## src/rtl/irq_chain_pkg.sv

```systemverilog
package irq_chain_pkg;

  typedef enum logic {
    WSEL_MASK    = 1'b0,
    WSEL_IUS_CLR = 1'b1
  } wr_sel_e;

endpackage

```

## src/rtl/irq_mask_reg.sv

```systemverilog
module irq_mask_reg #(
  parameter int NSRC = 4
) (
  input  logic            clk,
  input  logic            rst,
  input  logic            wr_en_i,
  input  logic            wr_sel_i,
  input  logic [NSRC-1:0] wr_data_i,
  input  logic [NSRC-1:0] src_i,
  output logic [NSRC-1:0] mask_q,
  output logic            pending_o
);
  import irq_chain_pkg::*;

  logic [NSRC-1:0] hit;

  always_ff @(posedge clk) begin
    if (rst) begin
      mask_q <= '0;
    end else if (wr_en_i && wr_sel_i == WSEL_MASK) begin
      mask_q <= wr_data_i;
    end
  end

  for (genvar i = 0; i < NSRC; i++) begin : g_gate
    assign hit[i] = src_i[i] & mask_q[i];
  end

  assign pending_o = |hit;

  AST_MASK_HOLD: assert property (@(posedge clk) disable iff (rst)
    !wr_en_i |=> $stable(mask_q));

endmodule

```

## src/rtl/irq_ius_tracker.sv

```systemverilog
module irq_ius_tracker (
  input  logic clk,
  input  logic rst,
  input  logic ack_n_i,
  input  logic req_active_i,
  input  logic gate_i,
  input  logic clr_cmd_i,
  output logic ius_q
);

  logic ack_prev_q;
  logic ack_fall;

  always_ff @(posedge clk) begin
    if (rst) ack_prev_q <= 1'b1;
    else     ack_prev_q <= ack_n_i;
  end

  assign ack_fall = ack_prev_q & ~ack_n_i;

  always_ff @(posedge clk) begin
    if (rst) begin
      ius_q <= 1'b0;
    end else if (clr_cmd_i) begin
      ius_q <= 1'b0;
    end else if (ack_fall && req_active_i && gate_i) begin
      ius_q <= 1'b1;
    end
  end

  AST_IUS_STICKY: assert property (@(posedge clk) disable iff (rst)
    (ius_q && !clr_cmd_i) |=> ius_q);

  AST_IUS_CLEAR: assert property (@(posedge clk) disable iff (rst)
    clr_cmd_i |=> !ius_q);

  AST_IUS_SET_GATED: assert property (@(posedge clk) disable iff (rst)
    (!ius_q && !(req_active_i && gate_i)) |=> !ius_q);

endmodule

```

## src/rtl/irq_out_stage.sv

```systemverilog
module irq_out_stage (
  input  logic clk,
  input  logic rst,
  input  logic chain_mode_i,
  input  logic en_in_i,
  input  logic gate_i,
  input  logic pending_i,
  input  logic ius_i,
  output logic irq_n_q,
  output logic en_out_q
);

  logic req_now;
  logic pass_now;

  assign req_now  = pending_i & gate_i & ~ius_i;
  assign pass_now = chain_mode_i & en_in_i & ~pending_i & ~ius_i;

  always_ff @(posedge clk) begin
    if (rst) begin
      irq_n_q  <= 1'b1;
      en_out_q <= chain_mode_i & en_in_i;
    end else begin
      irq_n_q  <= ~req_now;
      en_out_q <= pass_now;
    end
  end

  AST_IUS_BLOCKS_REQ: assert property (@(posedge clk) disable iff (rst)
    ius_i |=> irq_n_q);

  AST_IUS_BLOCKS_CHAIN: assert property (@(posedge clk) disable iff (rst)
    ius_i |=> !en_out_q);

  AST_NONCHAIN_EO_LOW: assert property (@(posedge clk) disable iff (rst)
    !chain_mode_i |=> !en_out_q);

  AST_EN_LOW_SUPPRESS: assert property (@(posedge clk) disable iff (rst)
    (chain_mode_i && !en_in_i) |=> (irq_n_q && !en_out_q));

  AST_NO_PENDING_IDLE: assert property (@(posedge clk) disable iff (rst)
    !pending_i |=> irq_n_q);

endmodule

```

## src/rtl/irq_chain_cell.sv

```systemverilog
module irq_chain_cell #(
  parameter int NSRC = 4
) (
  input  logic            clk,
  input  logic            rst,
  input  logic [NSRC-1:0] src_i,
  input  logic            chain_mode_i,
  input  logic            en_in_i,
  input  logic            ack_n_i,
  input  logic            wr_en_i,
  input  logic            wr_sel_i,
  input  logic [NSRC-1:0] wr_data_i,
  output logic            irq_n_o,
  output logic            en_out_o
);
  import irq_chain_pkg::*;

  logic [NSRC-1:0] mask_q;
  logic            pending;
  logic            gate;
  logic            clr_cmd;
  logic            ius_q;
  logic            irq_n_q;
  logic            en_out_q;

  assign gate    = ~chain_mode_i | en_in_i;
  assign clr_cmd = wr_en_i & (wr_sel_i == WSEL_IUS_CLR);

  irq_mask_reg #(.NSRC(NSRC)) u_mask (
    .clk       (clk),
    .rst       (rst),
    .wr_en_i   (wr_en_i),
    .wr_sel_i  (wr_sel_i),
    .wr_data_i (wr_data_i),
    .src_i     (src_i),
    .mask_q    (mask_q),
    .pending_o (pending)
  );

  irq_ius_tracker u_ius (
    .clk          (clk),
    .rst          (rst),
    .ack_n_i      (ack_n_i),
    .req_active_i (~irq_n_q),
    .gate_i       (gate),
    .clr_cmd_i    (clr_cmd),
    .ius_q        (ius_q)
  );

  irq_out_stage u_out (
    .clk          (clk),
    .rst          (rst),
    .chain_mode_i (chain_mode_i),
    .en_in_i      (en_in_i),
    .gate_i       (gate),
    .pending_i    (pending),
    .ius_i        (ius_q),
    .irq_n_q      (irq_n_q),
    .en_out_q     (en_out_q)
  );

  assign irq_n_o  = irq_n_q;
  assign en_out_o = en_out_q;

  AST_REQ_NEEDS_MASK: assert property (@(posedge clk) disable iff (rst)
    ((src_i & mask_q) == '0) |=> irq_n_o);

  AST_REQ_EXCLUDES_PASS: assert property (@(posedge clk) disable iff (rst)
    !(!irq_n_o && en_out_o));

endmodule

```

## config.mk

```make
export PLATFORM = sky130hd
export DESIGN_NAME = irq_chain_cell
export DESIGN_NICKNAME = d
export VERILOG_FILES = /design/src/rtl/irq_chain_pkg.sv /design/src/rtl/irq_mask_reg.sv /design/src/rtl/irq_ius_tracker.sv /design/src/rtl/irq_out_stage.sv /design/src/rtl/irq_chain_cell.sv
export SDC_FILE = /design/constraint.sdc
export NUM_CORES = 1
export LEC_CHECK = 0
export ABC_AREA = 1
export BUFFER_PORTS_ARGS = -buffer_cell sky130_fd_sc_hd__buf_2
export CORE_AREA = 2 2 39 41
export CTS_BUF_LIST = sky130_fd_sc_hd__clkbuf_4
export CTS_CLUSTER_DIAMETER = 80
export DETAILED_ROUTE_END_ITERATION = 7
export DIE_AREA = 0 0 41 43
export PLACE_DENSITY = 0.47
export SYNTH_ARGS = -nofsm -noshare
export SYNTH_HDL_FRONTEND = slang
export SYNTH_SLANG_ARGS = --single-unit
```

## constraint.sdc

```tcl
create_clock -name clk -period 0.88 [get_ports clk]
set_clock_uncertainty 0.05 [all_clocks]
set_input_delay 0.044 -clock clk [delete_from_list [all_inputs] [get_ports clk]]
set_output_delay 0.044 -clock clk [all_outputs]
set_load 0.01 [all_outputs]
```

==> impl_summary.log <==
[metrics] synth unique cells: 11
[metrics] clock latency at the later pin of the worst-skew pair: 0.25 ns
[metrics] path type of the worst min-delay path: input pin to flop
[metrics] fraction of layout cells with a size suffix above 1: 32.35%
[metrics] synthesized area per cell: 7.146 µm²
[metrics] data required time at the worst endpoint: 0.79 ns
[metrics] critical path cell sequence: buf_2
[metrics] final global-route overflow total: 0
[metrics] violated checks: negative hold slack
[metrics] diodes inserted: 0
[metrics] areal power density over the cells: 1589 nW/µm²
[metrics] Mapped Cells: 45
[metrics] standard-cell row count: 14
[metrics] vias post-DR: 346
[metrics] wire length of the first global-routing pass: 1166 µm
[metrics] number of top-level design ports: 17
[metrics] cell family contributing the most delay on the critical path: flip-flops
[metrics] Hold Fails Final Rpt: 2
[metrics] number of buffer and inverter instances along the worst setup path: 1
[metrics] per-cell routed wire length: 8.774 µm
[metrics] Worst Hold Margin: -0.01066 ns
[metrics] slowest library cell on the worst path: sky130_fd_sc_hd__dfxtp_1
[metrics] worst voltage drop across the vdd grid: 1.011 mV
[metrics] width of the chip: 41 µm
[metrics] number of setup buffers added after CTS: 0
[metrics] H-Tree Level Count: 1
[metrics] Least-Margin Pin Slew: 0.1798 ns
[metrics] height of the chip: 43 µm
[metrics] critical setup path kind: flop to output port
[metrics] number of DRC violations after detailed routing: 0
[metrics] final number of setup-violating endpoints: 0
[metrics] TritonRoute pass-1 iters: 4
[metrics] maximum number of pins on one net before global-route repair: 6
[metrics] crit path capture type: output port
[metrics] CTS tree: built
[metrics] Final GP Congestion: 0.6234
[metrics] number of buffers between clock root and the deepest sink: 2
[metrics] cell count after placement: 77
[metrics] peak clock frequency supported by timing: 1.228 GHz
[metrics] result of the run: complete, but fails checks
[metrics] biggest fanout along the worst timing path: 2
[metrics] max-cap viol count: 0
[metrics] largest stage delay on the critical path: 0.34 ns
[metrics] DRC violation total after the first TritonRoute iteration: 7
[metrics] total negative slack for setup checks: 0 ns
[metrics] TritonCTS buffer count: 3
[metrics] Syn. warnings: 0
[metrics] effective utilization at floorplan: 23.24%
[metrics] syn_nets: 60
[metrics] number of nets in the layout: 85
[metrics] Period minus WS final: 0.8146 ns
[metrics] post-route worst setup slack: 0.06537 ns
[metrics] data arrival time of the worst path: 0.72 ns
[metrics] count of hold-fix buffers inserted at cts: 6
[metrics] core box area: 1384 µm²
[metrics] Layout area overhead: 54.47%
[metrics] max-slew violation total from the final report: 0
[metrics] global-route total usage across every layer: 10.45%
[metrics] most frequent standard cell in the layout excluding fill and tap cells: sky130_fd_sc_hd__buf_2
[metrics] share of synthesized area occupied by flip-flops and latches: 49.81%
[metrics] critical path launch point type: flop
[metrics] die area: 1763 µm²
[metrics] leakage power total: 0.2427 nW
[metrics] Detail Placement HPWL: 553.5 µm
[metrics] final std cells w/o fill: 84
[metrics] sink count of the clock tree: 8
[metrics] clock root buffer: sky130_fd_sc_hd__clkbuf_4
[metrics] Clk pin slew, worst setup/hold paths: 0.05 ns
[metrics] post-synth design cell area: 321.6 µm²
[metrics] post-placement setup slack: 0.08145 ns
[metrics] initial antenna violation count: 0
[metrics] sum of routed wire length over all layers: 737 µm
[metrics] via count of the first global-routing pass: 330
[metrics] number of vias per cell after detailed routing: 4.119
[metrics] final core utilization: 35.90%
[metrics] synthesis-stage register bit count: 8
[metrics] worst-case headroom to the max-slew limit: 87.96%
[metrics] top library cells by usage in the layout, fill and taps aside: sky130_fd_sc_hd__buf_2, sky130_fd_sc_hd__nor2_1, sky130_fd_sc_hd__nand2_1
[metrics] Buffers on Ports: 16
[metrics] remaining number of nets flagged by the antenna check after routing: 0
[metrics] RSZ-0062 raised after global routing: false
[metrics] share of the clock period used by the worst path after layout: 92.57%
==> per-stage QoR <==
step / hold WS, ns / total power [mW] / area [µm²]
final: -0.01066 / 0.7895 / 496.7
after global routing: -0.01783 / 0.8461 / 496.7
after CTS: -0.01256 / 0.8067 / 504.2
after detailed placement: 0.2026 / 0.5018 / 421.7
after global placement: 0.2022 / 0.5014 / 421.7
after floorplan: 0.09714 / 0.4499 / 321.6
==> what timing repair did <==
action,4_1_cts,5_1_grt
endpoints found under the hold margin,6,2
setup endpoints to repair,0,2
resized for setup,0,1
==> layer usage <==
| layer | track usage (%) | wire (µm) | up-vias |
|---|---|---|---|
| met5 | 0 | 0 | - |
| met4 | 6.000 | 12 | 0 |
| met3 | 7.853 | 85 | 2 |
| met2 | 15.31 | 338 | 15 |
| met1 | 10.00 | 300 | 141 |
| li1 | - | - | 188 |
==> final timing paths <==
kind,start,to,slack (ns),cells after the start
setup / recovery,u_out.irq_n_q,irq_n_o,0.07,1
hold / removal,rst,u_ius.ack_prev_q,-0.01,2
setup reg to reg,u_mask.mask_q[1],u_out.irq_n_q,0.08,5
hold reg to reg,u_ius.ius_q,u_out.irq_n_q,0.40,2
==> synth_stat cells <==
cell type / number / share of area (%)
sky130_fd_sc_hd__or2_2: 1 / 1.9
sky130_fd_sc_hd__dfxtp_1: 8 / 50
sky130_fd_sc_hd__a21oi_1: 2 / 3.1
sky130_fd_sc_hd__inv_1: 3 / 3.5
sky130_fd_sc_hd__o21ai_1: 4 / 6.2
sky130_fd_sc_hd__nand3_1: 1 / 1.6
sky130_fd_sc_hd__nor2_1: 12 / 14
sky130_fd_sc_hd__o211ai_1: 1 / 2.3
sky130_fd_sc_hd__nor2_4: 1 / 3.5
sky130_fd_sc_hd__nand2_1: 10 / 12
sky130_fd_sc_hd__inv_2: 2 / 2.3
==> registers in the layout, summed over array words and instances (netlist names) <==
| register | flops |
|---|---|
| u_out.irq_n_q | 1 |
| u_out.en_out_q | 1 |
| u_ius.ack_prev_q | 1 |
| u_mask.mask_q | 4 |
| u_ius.ius_q | 1 |
==> cells by family after synthesis <==
family                 synth area share (%)
AOI/OAI and AO/OA                     11.67
DFF                                   49.80
and+or+nand+nor                       32.68
buffers and inverters                 5.837
==> power breakdown <==
part,switching [mW],internal (mW),leakage [nW]
logic,0.0541,0.0630,0.163
registers,0.00863,0.384,0.0660
clock network,0.123,0.156,0.0138
==> cell type report <==
| cell class | count | area [µm²] |
|---|---|---|
| sequential | 8 | 160.2 |
| multi-input combinational | 32 | 145.1 |
| tap | 16 | 20.02 |
| inverter | 5 | 18.77 |
| fill | 153 | 887.1 |
| timing repair buffer | 20 | 130.1 |
| clock buffer | 3 | 22.52 |
No activity file was read; power rests on OpenSTA's default activity.
